[config.mk]
export PLATFORM = sky130hd
export DESIGN_NAME = rx_clk_fallback
export DESIGN_NICKNAME = d
export VERILOG_FILES = /design/src/rtl/rlm_pkg.sv /design/src/rtl/rlm_edge_sync.sv /design/src/rtl/rlm_loss_timer.sv /design/src/rtl/rlm_ref_div.sv /design/src/rtl/rx_clk_fallback.sv
export SDC_FILE = /design/constraint.sdc
export NUM_CORES = 1
export LEC_CHECK = 0
export ABC_CLOCK_PERIOD_IN_PS = 1900
export BUFFER_PORTS_ARGS = -buffer_cell sky130_fd_sc_hd__buf_2
export CORE_MARGIN = 2
export CORE_UTILIZATION = 45
export CTS_CLUSTER_SIZE = 16
export DETAILED_ROUTE_END_ITERATION = 10
export GPL_ROUTABILITY_DRIVEN = 1
export GPL_TIMING_DRIVEN = 0
export PLACE_DENSITY = 0.69
export REMOVE_ABC_BUFFERS = 1
export SETUP_SLACK_MARGIN = 0.1
export SLEW_MARGIN = 0
export SYNTH_ARGS = -nofsm -noshare
export SYNTH_HDL_FRONTEND = slang
export SYNTH_SLANG_ARGS = --single-unit
[constraint.sdc]
create_clock -name clk -period 1.9 [get_ports clk]
set_input_delay 0.19 -clock clk [delete_from_list [all_inputs] [get_ports clk]]
set_output_delay 0.19 -clock clk [all_outputs]
set_load 0.1 [all_outputs]
[src/rtl/rlm_pkg.sv]
// Shared types for the receive clock loss fallback monitor.
// Assumes nothing beyond a standard SystemVerilog compile.
package rlm_pkg;
    // Which source drives the bit timing and payload path.
    typedef enum logic [0:0] {
        SRC_RX  = 1'b0,
        SRC_REF = 1'b1
    } tick_src_e;
endpackage

[src/rtl/rlm_edge_sync.sv]
// Brings an asynchronous clock-like signal into the system domain through
// a STAGES-deep flop chain and reports any level change after it.
// Assumes the system clock samples each level for at least one cycle.
module rlm_edge_sync #(
    parameter int STAGES = 2
) (
    input  logic clk,
    input  logic rst_n,
    input  logic async_in,
    output logic level,
    output logic any_edge
);
    logic [STAGES-1:0] chain_q;
    logic              hist_q;

    generate
        for (genvar g = 0; g < STAGES; g++) begin : g_stage
            if (g == 0) begin : g_first
                // First synchronizer flop captures the raw input.
                always_ff @(posedge clk) begin
                    if (!rst_n) chain_q[g] <= 1'b0;
                    else        chain_q[g] <= async_in;
                end
            end else begin : g_next
                // Later flops shift the value along the chain.
                always_ff @(posedge clk) begin
                    if (!rst_n) chain_q[g] <= 1'b0;
                    else        chain_q[g] <= chain_q[g-1];
                end
            end
        end
    endgenerate

    // History flop keeps the previous synchronized level.
    always_ff @(posedge clk) begin
        if (!rst_n) hist_q <= 1'b0;
        else        hist_q <= chain_q[STAGES-1];
    end

    assign level    = chain_q[STAGES-1];
    assign any_edge = chain_q[STAGES-1] ^ hist_q;
endmodule

[src/rtl/rlm_loss_timer.sv]
// Counts system cycles since the last receive clock edge and flags a timeout
// after TIMEOUT_CYC edgeless cycles; while lost, counts edges toward recovery.
// Assumes edge_seen is a single-cycle pulse per synchronized transition.
module rlm_loss_timer #(
    parameter  int TIMEOUT_CYC   = 23,
    parameter  int RECOVER_EDGES = 8,
    localparam int CNT_W         = $clog2(TIMEOUT_CYC + 1),
    localparam int REC_W         = $clog2(RECOVER_EDGES + 1)
) (
    input  logic             clk,
    input  logic             rst_n,
    input  logic             edge_seen,
    input  logic             lost,
    output logic             timeout_pulse,
    output logic             rec_done,
    output logic [CNT_W-1:0] cnt_q
);
    localparam logic [CNT_W-1:0] CNT_LAST = CNT_W'(TIMEOUT_CYC - 1);
    localparam logic [CNT_W-1:0] CNT_SAT  = CNT_W'(TIMEOUT_CYC);
    localparam logic [REC_W-1:0] REC_FULL = REC_W'(RECOVER_EDGES);

    logic [REC_W-1:0] rec_q;

    // Edgeless-cycle counter, saturating once the timeout has fired.
    always_ff @(posedge clk) begin
        if (!rst_n)               cnt_q <= '0;
        else if (edge_seen)       cnt_q <= '0;
        else if (cnt_q != CNT_SAT) cnt_q <= cnt_q + 1'b1;
    end

    // Consecutive-edge counter used to leave the lost state.
    always_ff @(posedge clk) begin
        if (!rst_n)                           rec_q <= '0;
        else if (timeout_pulse || !lost)      rec_q <= '0;
        else if (edge_seen && rec_q != REC_FULL) rec_q <= rec_q + 1'b1;
    end

    assign timeout_pulse = !edge_seen && (cnt_q == CNT_LAST);
    assign rec_done      = (rec_q == REC_FULL);
endmodule

[src/rtl/rlm_ref_div.sv]
// Free-running divider on synchronized reference rising edges, plus the
// bit-position counter of the fallback byte stream.
// Assumes REF_DIV and BITS_PER_BYTE are powers of two of at least 2.
module rlm_ref_div #(
    parameter  int REF_DIV       = 4,
    parameter  int BITS_PER_BYTE = 8,
    localparam int DIV_W         = $clog2(REF_DIV),
    localparam int BIT_W         = $clog2(BITS_PER_BYTE)
) (
    input  logic             clk,
    input  logic             rst_n,
    input  logic             ref_rise,
    input  logic             run,
    output logic             fb_tick,
    output logic             byte_done,
    output logic [BIT_W-1:0] bit_idx
);
    localparam logic [DIV_W-1:0] DIV_LAST = DIV_W'(REF_DIV - 1);
    localparam logic [BIT_W-1:0] BIT_LAST = BIT_W'(BITS_PER_BYTE - 1);

    logic [DIV_W-1:0] div_q;

    // Divider advances on every reference rising edge, never stops.
    always_ff @(posedge clk) begin
        if (!rst_n)        div_q <= '0;
        else if (ref_rise) div_q <= div_q + 1'b1;
    end

    // Bit position inside the fallback byte, held at zero when idle.
    always_ff @(posedge clk) begin
        if (!rst_n || !run) bit_idx <= '0;
        else if (fb_tick)   bit_idx <= (bit_idx == BIT_LAST) ? '0 : bit_idx + 1'b1;
    end

    assign fb_tick   = ref_rise && (div_q == DIV_LAST);
    assign byte_done = run && fb_tick && (bit_idx == BIT_LAST);
endmodule

[src/rtl/rx_clk_fallback.sv]
// Top of the receive clock loss fallback monitor. Declares loss of the
// framer clock, optionally substitutes reference timing and a fill byte,
// and hands back to the framer clock at a byte boundary.
// Assumes rx_byte/rx_vld are already in the system clock domain.
module rx_clk_fallback #(
    parameter int DATA_W        = 8,
    parameter int SYNC_STAGES   = 2,
    parameter int TIMEOUT_CYC   = 23,
    parameter int RECOVER_EDGES = 8,
    parameter int REF_DIV       = 4,
    parameter int BITS_PER_BYTE = 8
) (
    input  logic              clk,
    input  logic              rst_n,
    input  logic              rx_clk_in,
    input  logic              ref_clk_in,
    input  logic [DATA_W-1:0] rx_byte,
    input  logic              rx_vld,
    input  logic              fb_en,
    input  logic [DATA_W-1:0] fill_byte,
    input  logic              loss_clr,
    output logic              bit_tick,
    output logic [DATA_W-1:0] out_byte,
    output logic              out_vld,
    output logic              clk_lost,
    output logic              fb_active,
    output logic              loss_seen
);
    import rlm_pkg::*;

    localparam int CNT_W = $clog2(TIMEOUT_CYC + 1);
    localparam int BIT_W = $clog2(BITS_PER_BYTE);

    logic             rx_level, rx_edge, rx_rise;
    logic             ref_level, ref_edge, ref_rise;
    logic             timeout_pulse, rec_done;
    logic [CNT_W-1:0] tmr_cnt;
    logic             fb_tick, byte_done;
    logic [BIT_W-1:0] bit_idx;
    logic             lost_q, fb_q, sticky_q;
    logic             exit_ok, lost_d, fb_d;
    tick_src_e        src;

    rlm_edge_sync #(.STAGES(SYNC_STAGES)) u_rx_sync (
        .clk      (clk),
        .rst_n    (rst_n),
        .async_in (rx_clk_in),
        .level    (rx_level),
        .any_edge (rx_edge)
    );

    rlm_edge_sync #(.STAGES(SYNC_STAGES)) u_ref_sync (
        .clk      (clk),
        .rst_n    (rst_n),
        .async_in (ref_clk_in),
        .level    (ref_level),
        .any_edge (ref_edge)
    );

    assign rx_rise  = rx_edge & rx_level;
    assign ref_rise = ref_edge & ref_level;

    rlm_loss_timer #(
        .TIMEOUT_CYC   (TIMEOUT_CYC),
        .RECOVER_EDGES (RECOVER_EDGES)
    ) u_timer (
        .clk           (clk),
        .rst_n         (rst_n),
        .edge_seen     (rx_edge),
        .lost          (lost_q),
        .timeout_pulse (timeout_pulse),
        .rec_done      (rec_done),
        .cnt_q         (tmr_cnt)
    );

    rlm_ref_div #(
        .REF_DIV       (REF_DIV),
        .BITS_PER_BYTE (BITS_PER_BYTE)
    ) u_div (
        .clk       (clk),
        .rst_n     (rst_n),
        .ref_rise  (ref_rise),
        .run       (fb_q),
        .fb_tick   (fb_tick),
        .byte_done (byte_done),
        .bit_idx   (bit_idx)
    );

    // Next-state logic for loss and fallback; timeout outranks recovery.
    always_comb begin
        exit_ok = lost_q && rec_done && (!fb_q || (bit_idx == '0 && !fb_tick));
        if (timeout_pulse)  lost_d = 1'b1;
        else if (exit_ok)   lost_d = 1'b0;
        else                lost_d = lost_q;
        fb_d = lost_d && fb_en;
        src  = fb_q ? SRC_REF : SRC_RX;
    end

    // Loss and fallback state registers.
    always_ff @(posedge clk) begin
        if (!rst_n) begin
            lost_q <= 1'b0;
            fb_q   <= 1'b0;
        end else begin
            lost_q <= lost_d;
            fb_q   <= fb_d;
        end
    end

    // Sticky loss record; a new loss outranks a clear in the same cycle.
    always_ff @(posedge clk) begin
        if (!rst_n)             sticky_q <= 1'b0;
        else if (timeout_pulse) sticky_q <= 1'b1;
        else if (loss_clr)      sticky_q <= 1'b0;
    end

    // Output stage: timing and payload from the selected source.
    always_ff @(posedge clk) begin
        if (!rst_n) begin
            bit_tick <= 1'b0;
            out_vld  <= 1'b0;
            out_byte <= '0;
        end else if (src == SRC_REF) begin
            bit_tick <= fb_tick;
            out_vld  <= byte_done;
            if (byte_done) out_byte <= fill_byte;
        end else begin
            bit_tick <= rx_rise;
            out_vld  <= rx_vld;
            if (rx_vld) out_byte <= rx_byte;
        end
    end

    assign clk_lost  = lost_q;
    assign fb_active = fb_q;
    assign loss_seen = sticky_q;
endmodule

; Word-level counts from Yosys, hierarchy flattened
; Index checks and enable logic that the tools add are counted.
; W data, S select, Z words.
[totals]
latch_bits = 0
ff_bits = 33
word_cells = 66
mem_count = 0
out_inout_bits = 13
ramBits = 0
romBits = 0
[classes]
mux = 11
n_mul = 0
n_reduce_logical = 23
shifts = 0
n_addsub = 4
bitwise = 5
n_eq_ne = 7
n_lt_le_gt_ge = 0
div = 0
[ops]
columns = cell, count
row1 = $mux W8, 3
row2 = $logic_and A1 B1 Y1, 9
row3 = $mux W1, 7
row4 = $add A5 B1 Y5 const B, 1
row5 = $eq A5 B5 Y1 const B, 1
row6 = $logic_not A1 Y1, 5
row7 = $ne A5 B5 Y1 const B, 1
row8 = $add A4 B1 Y4 const B, 1
row9 = $eq A4 B4 Y1 const B, 1
row10 = $ne A4 B4 Y1 const B, 1
row11 = $reduce_bool A2 Y1, 2
row12 = $reduce_or A2 Y1, 2
row13 = $add A3 B1 Y3 const B, 1
row14 = $eq A3 B3 Y1 const B, 1
row15 = $logic_not A3 Y1, 1
row16 = $logic_or A1 B1 Y1, 3
row17 = $mux W3, 1
row18 = $add A2 B1 Y2 const B, 1
row19 = $and A1 B1 Y1, 2
row20 = $eq A2 B2 Y1 const B, 1
row21 = $ne A2 B1 Y1 const B, 1
row22 = $reduce_and A2 Y1, 1
row23 = $xor A1 B1 Y1, 2
row24 = $not A1 Y1, 1

; Depth between registers and ports, before layout
; Gate-level depths: netlist of the first run.
[depth]
depth_word = 10
depth_mapped = 6

; Cells and area by module
; Synthesis of the first run repeated with hierarchy kept, for this count alone.
[hier_totals]
hier_cells = 144
hier_area_um2 = 1476.4
[by_module_without_submodules]
columns = mod, instances, area_each_um2, seq_area_each_um2, cells_per_inst
row1 = rx_clk_fallback, 1, 563.0, 260.2, 55
row2 = rlm_loss_timer, 1, 462.9, 180.2, 50
row3 = rlm_ref_div, 1, 272.8, 100.1, 25
row4 = rlm_edge_sync, 2, 88.8, 60.1, 7

; Worst setup path after synthesis of the first run
; Ideal clock, no wire load.
[synth_path]
path_kind = flip-flop to flip-flop
from = register fb_q, in the netlist fb_active
to = register lost_q, in the netlist clk_lost
setup_time_ns = 0.069
synth_period_minus_slack_ns = 1.792
t_required_ns = 1.831
arrival_time_ns = 1.724
path_stages_with_launch = 6
slack_ns = 0.108
cell_sequence = dfxtp_1 buf_2 inv_1 o211ai_1 a21boi_0 nor2b_1
[synth_via]
elab_chain_cells = 5
[synth_lines]
columns = element, line
row1 = "start, declared", rx_clk_fallback.sv:40  ; logic lost_q, fb_q, sticky_q;
row2 = "start signal, assigned", rx_clk_fallback.sv:103  ; fb_q <= 1'b0;
row3 = "start signal, assigned", rx_clk_fallback.sv:106  ; fb_q <= fb_d;
row4 = $logic_not A1 Y1, rx_clk_fallback.sv:91  ; exit_ok = lost_q && rec_done && (!fb_q || (bit_idx == '0 && !fb_tick));
row5 = $logic_or A1 B1 Y1, rx_clk_fallback.sv:91
row6 = $logic_and A1 B1 Y1, rx_clk_fallback.sv:91
row7 = $mux W1, rx_clk_fallback.sv:93  ; else if (exit_ok) lost_d = 1'b0;
row8 = $mux W1, rx_clk_fallback.sv:92  ; if (timeout_pulse) lost_d = 1'b1;
row9 = "end signal, assigned", rx_clk_fallback.sv:105  ; lost_q <= lost_d;
row10 = "end, declared", rx_clk_fallback.sv:40
; No other way between the ends.
; A chain may end at the register's enable or synchronous reset.

; Final worst setup path of the first run
[layout_path]
from = register fb_q, in the netlist fb_active
to = output fb_active
[layout_rtl]
columns = element, line
row1 = "end, declared", rx_clk_fallback.sv:26  ; output logic fb_active,
; No word-level cell between the ends.

==> summary.txt, run 1 <==
Worst path top cell family by delay -> flip-flops
Critical Path RT -> 1710 ps
Mapped Cells -> 165
Global-route wire length before repair -> 5260 µm
CP max stage cell -> dfxtp_2
IR drop worst, VDD -> 631 µV
Setup TNS Final -> 0 ps
MaxCap Viol Count -> 0
Port bufs -> 35
DP HPWL -> 2120 µm
Busiest grt layer -> met2
RSZ-0062 raised after global routing -> no
Critical path startpoint category -> flop
Routed via count -> 1249
IO Pins -> 36
Mapped cell area -> 1490 µm²
Period Utilization, post-route -> 0.835
Die Span Y -> 61.6 µm
Leakage power total -> 0.736 nW
Met2 Usage GRT -> 0.323
Antenna cells -> 0
Worst r2r path cells -> 6
Pre-Repair DR Iteration Count -> 4
Finished Layout Cells -> 247
Maximum number of pins on one net before global-route repair -> 25
Clock Sinks -> 33
Met3 usage -> 0.0693
Final WL -> 3000 µm
Critical path cell sequence -> buf_2
Routed WL per cell -> 12.1 µm
Tot Pwr -> 1.31 mW
Total CTS buffers -> 5
Cells after DPL -> 239
GPL Wtd Cong -> 0.733
Worst Hold Class -> primary input to flop
Final-report setup violation count -> 0
Cell Rows -> 20
Layout overhead on the synthesized area -> 17.7%
Slew margin rel. -> 0.676
Crit path DAT -> 1400 ps
Area contributors post-synth -> dfxtp_1 (44%), ha_1 (7.6%), mux2_2 (6.0%), nand2_1 (6.0%), a31oi_1 (3.4%)
CTS tree -> built
Starting Density -> 0.481
Initial DRC count -> 40
Kind of critical path -> flop to output pin
WP buf/inv -> 1
Fin Clk Skew -> 7.94 ps
Routed Antenna Nets -> 0
Commonest non-fill, non-tap cells in the layout -> buf_2 (35), dfxtp_1 (32), nand2_1 (24), nor2_1 (11)
Number of remaining DRC errors -> 0
Max Buffers Root-to-Sink -> 2
Status -> completed
Mean Syn Cell Area -> 9.04 µm²
Post-synth ARST share -> 0
CP max stage delay -> 560 ps
Crit path max fanout -> 21
Final hold vios -> 0
CTS clk-pin slew, worst paths -> 110 ps
Pins Over Slew Limit -> 0
Most common cell after layout, fill and taps aside -> buf_2
Hold path depth -> 2
Achievable frequency -> 0.630 GHz
Worst-skew pair later-pin latency -> 330 ps
Syn. warnings -> 0
Netlist cell types -> 30
Final nets -> 234
EDFF count, synth -> 0
Crit path capture type -> output pin
Initial antenna violation count -> 0
Routed vias/inst -> 5.06
H-tree depth -> 2
Total Routing Usage GR -> 0.191
Clk root buf -> clkbuf_4
Area share of the leading cell type in the synthesized netlist -> 0.443
Final min period -> 1590 ps
Top_reg_cell synth -> dfxtp_1
Worst-Margin Slew -> 490 ps
Die X -> 61.6 µm
Total core area -> 3100 µm²
Register area share after synthesis -> 0.443
Vias in the first global route -> 1251
Grt met1 use -> 0.222
Worst path depth -> 1
Total grt overflow -> 0
Area leader, netlist -> dfxtp_1
Synth Register Bits -> 33
Die ar. -> 3790 µm²
Pwr dens -> 744 nW/µm²
Share of cells above drive strength 1 -> 0.271
[per-stage QoR]
stage                     setup slack, ps  hold WS [ps]  utilization  cell area [µm²]
after floorplan                      18.5           304            -             1470
after global placement                491           395        0.548             1700
after detailed placement              449           405        0.548             1700
after CTS                             292          46.2        0.566             1760
after global routing                  195          43.2        0.566             1760
final                                 314          60.4        0.566             1760
[area by class of cell]
cell class / instances / area [µm²]
multi-input cells: 119 / 778
clock buffers: 5 / 37.5
well taps: 44 / 55.1
inverters: 8 / 30.0
fillers: 313 / 1350
clock inverters: 3 / 17.5
flip-flops and latches: 33 / 662
repair buffers: 35 / 175
[Yosys cell counts (2+ instances only)]
master,number
dfxtp_1,33
nand2_1,24
nor2_1,11
ha_1,9
o21ai_0,9
a31oi_1,8
inv_1,8
mux2_2,8
and2_1,7
a21oi_1,5
nand3_1,5
nor2b_1,5
xor2_1,4
a21boi_0,3
buf_2,3
nor3_1,3
clkbuf_1,2
mux2i_1,2
nand2b_1,2
nand4_1,2
nand4b_1,2
xnor2_1,2
[final timing paths]
kind	start	end	slack, ps
min	rx_clk_in	u_rx_sync.chain_q[0]$_SDFF_PN0_	60
max reg2reg	u_div.bit_idx[0]$_SDFFE_PP0N_	out_byte[2]$_SDFFE_PN0P_	440
min reg2reg	u_rx_sync.chain_q[0]$_SDFF_PN0_	u_rx_sync.level$_SDFF_PN0_	450
max	fb_active$_SDFF_PN0_	fb_active	310
[per-layer routing]
| metal | up-vias | share of wire |
|---|---|---|
| met1 | 585 | 0.45 |
| met5 | - | 0 |
| met3 | 6 | 0.043 |
| met2 | 27 | 0.49 |
| met4 | 0 | 0.018 |
| li1 | 631 | - |
[what timing repair did]
item                                    4_1_cts  5_1_grt
endpoints found under the setup margin        1        0
hold buffers                                  0        0
resized for setup                             1        0
buffers inserted                              0        0
[sequential cells by signal, summed over array words and instances, names as in the netlist]
name                flops
out_byte                8
fb_active               1
u_div.bit_idx           3
u_ref_sync.level        1
u_timer.rec_q           4
clk_lost                1
u_rx_sync.hist_q        1
u_ref_sync.chain_q      1
u_ref_sync.hist_q       1
loss_seen               1
u_rx_sync.level         1
bit_tick                1
u_timer.cnt_q           5
out_vld                 1
u_div.div_q             2
u_rx_sync.chain_q       1
[cell families (layout without fill, tap and decap cells)]
kind of cell	count (synthesis)	count (layout)	share of synthesized area
AOI/OAI and AO/OA	27	27	0.106
xor gates and xnor gates	6	6	0.0352
adders and majority gates	9	9	0.0755
buffers and inverters	13	51	0.0352
DFF	33	33	0.443
muxes	10	10	0.0738
and+or+nand+nor	67	67	0.232
[report_power, final]
| part | total (mW) | switching (mW) | internal [mW] | leakage, nW |
|---|---|---|---|---|
| Combinational | 0.194 | 0.134 | 0.0604 | 0.435 |
| Clock | 0.379 | 0.240 | 0.139 | 0.0310 |
| Sequential | 0.733 | 0.0172 | 0.716 | 0.270 |
Note: power is estimated with default switching activity, not from simulation.
==> run 2, diff against run 1 <==
- ABC_CLOCK_PERIOD_IN_PS: 1900 -> 1600
- clock period: 1.9 -> 1.6 ns (I/O delays scaled with it)
==> summary.txt, run 2 (synthesis gave the netlist of run 1 again) <==
Status -> completed
CP max stage delay -> 370 ps
Total core area -> 3100 µm²
Clock Sinks -> 33
Critical path cell sequence -> ha_1, ha_1, inv_1, nor2_2, nand2_1, a31oi_1
Routed via count -> 1261
Antenna cells -> 0
Worst-Margin Slew -> 489 ps
Largest registers -> out_byte (8), u_timer.cnt_q (5), u_timer.rec_q (4)
Port bufs -> 35
Pre-Repair DR Iteration Count -> 4
Total grt overflow -> 0
Kind of critical path -> flop to flop
FF+latch area -> 666 µm²
Worst-skew pair later-pin latency -> 340 ps
Setup TNS Final -> 0 ps
Cell Rows -> 20
Critical Path RT -> 1860 ps
Crit path max fanout -> 4
Final Util -> 0.571
Worst path top cell family by delay -> flip-flops
Die ar. -> 3790 µm²
H-tree depth -> 2
Final WL -> 3050 µm
DP HPWL -> 2120 µm
Die Span Y -> 61.6 µm
Switching Power -> 0.466 mW
Achievable frequency -> 0.722 GHz
Final min period -> 1380 ps
Routed WL per cell -> 12.3 µm
Commonest non-fill, non-tap cells in the layout -> buf_2 (34), dfxtp_1 (31), nand2_1 (24), nor2_1 (11), o21ai_0 (9)
CP max stage cell -> dfxtp_2
Die X -> 61.6 µm
Final-report setup violation count -> 0
RSZ-0062 raised after global routing -> no
Initial DRC count -> 46
Worst Hold Class -> primary input to flop
Slew margin rel. -> 0.677
Total CTS buffers -> 5
Most frequent CP cell -> ha_1
Fin Clk Skew -> 9.26 ps
Share of cells above drive strength 1 -> 0.284
Crit path capture type -> flop
Pins Over Slew Limit -> 0
Starting Density -> 0.481
Crit path DAT -> 1650 ps
Total Routing Usage GR -> 0.191
Routed vias/inst -> 5.08
WP buf/inv -> 1
Pwr dens -> 876 nW/µm²
Routed Antenna Nets -> 0
Most common cell after layout, fill and taps aside -> buf_2
Leakage power total -> 0.733 nW
Max Buffers Root-to-Sink -> 2
Sequential Power Share -> 0.560
IR drop worst, VDD -> 747 µV
MaxCap Viol Count -> 0
Fill cell count -> 307
Switching Fraction -> 0.300
Area of the multi-input gates -> 787 µm²
Internal power -> 1.09 mW
Vias in the first global route -> 1251
R2R setup slack -> 220 ps
Part of the power in combinational logic -> 0.149
IO Pins -> 36
Number of remaining DRC errors -> 0
CTS tree -> built
Period Utilization, post-route -> 0.865
GPL Wtd Cong -> 0.733
Maximum number of pins on one net before global-route repair -> 25
Global-route wire length before repair -> 5260 µm
Clock power share -> 0.292
CTS clk-pin slew, worst paths -> 110 ps
Final nets -> 235
Largest register FFs -> 8
Layout overhead on the synthesized area -> 18.7%
Final hold vios -> 0
Initial antenna violation count -> 0
Critical path startpoint category -> flop
Clk root buf -> clkbuf_4
Largest Register -> out_byte
run 2: changes by cell type in the layout (fill, tap and decap cells not counted), sizes merged:
| cell | previous run | this run |
|---|---|---|
| nor2 | 12 | 13 |
run 2: final timing paths:
check	endpoint	startpoint	cells after the start
max	out_byte[5]$_SDFFE_PN0P_	u_div.bit_idx[0]$_SDFFE_PP0N_	6
min	u_rx_sync.chain_q[0]$_SDFF_PN0_	rx_clk_in	2
max reg2reg	out_byte[5]$_SDFFE_PN0P_	u_div.bit_idx[0]$_SDFFE_PP0N_	6
min reg2reg	u_rx_sync.level$_SDFF_PN0_	u_rx_sync.chain_q[0]$_SDFF_PN0_	1
run 2: cell type report:
cell class,instances,share of cell area
Multi-Input combinational cell,120,0.445
Clock buffer,5,0.0212
Inverter,8,0.0170
Sequential cell,33,0.376
Tap cell,44,0.0311
Timing Repair Buffer,35,0.100
Clock inverter,3,0.00989
run 2: routing by layer:
layer / track usage / vias up / routed length [µm]
li1: - / 637 / -
met1: 0.222 / 581 / 1370
met2: 0.323 / 36 / 1510
met3: 0.0693 / 7 / 131
met4: 0.0638 / 0 / 39
met5: 0 / - / 0
run 2: what timing repair did:
action | 4_1_cts | 5_1_grt
pin swaps | 0 | 1
gates cloned | 0 | 1
gates resized for setup | 2 | 3
buffers inserted | 0 | 0
setup endpoints to repair | 1 | 9
hold buffers | 0 | 0
run 2: power groups by stage:
stage	combinational, mW	sequential (mW)	clock, mW
finish	0.231	0.868	0.452
global route	0.249	0.874	0.514
CTS	0.231	0.870	0.474
detailed placement	0.229	0.889	0
global placement	0.223	0.886	0
floorplan	0.0662	0.988	0
run 2: worst register-to-register path, stage by stage (launching register included):
cell     delay (ps)
dfxtp_2         370
ha_1            150
ha_1            220
inv_1           130
nor2_2          200
nand2_1          80
a31oi_1         150
run 2: stage by stage:
step / total power, mW / setup WS (ps) / hold slack, ps / std cells / cell area (µm²)
after floorplan: 1.05 / -281 / 274 / 160 / 1470
after global placement: 1.11 / 221 / 365 / 239 / 1700
after detailed placement: 1.12 / 179 / 375 / 239 / 1700
after CTS: 1.58 / 137 / 16.2 / 247 / 1760
after global routing: 1.64 / 114 / 13.2 / 248 / 1770
final: 1.55 / 215 / 31.1 / 248 / 1770
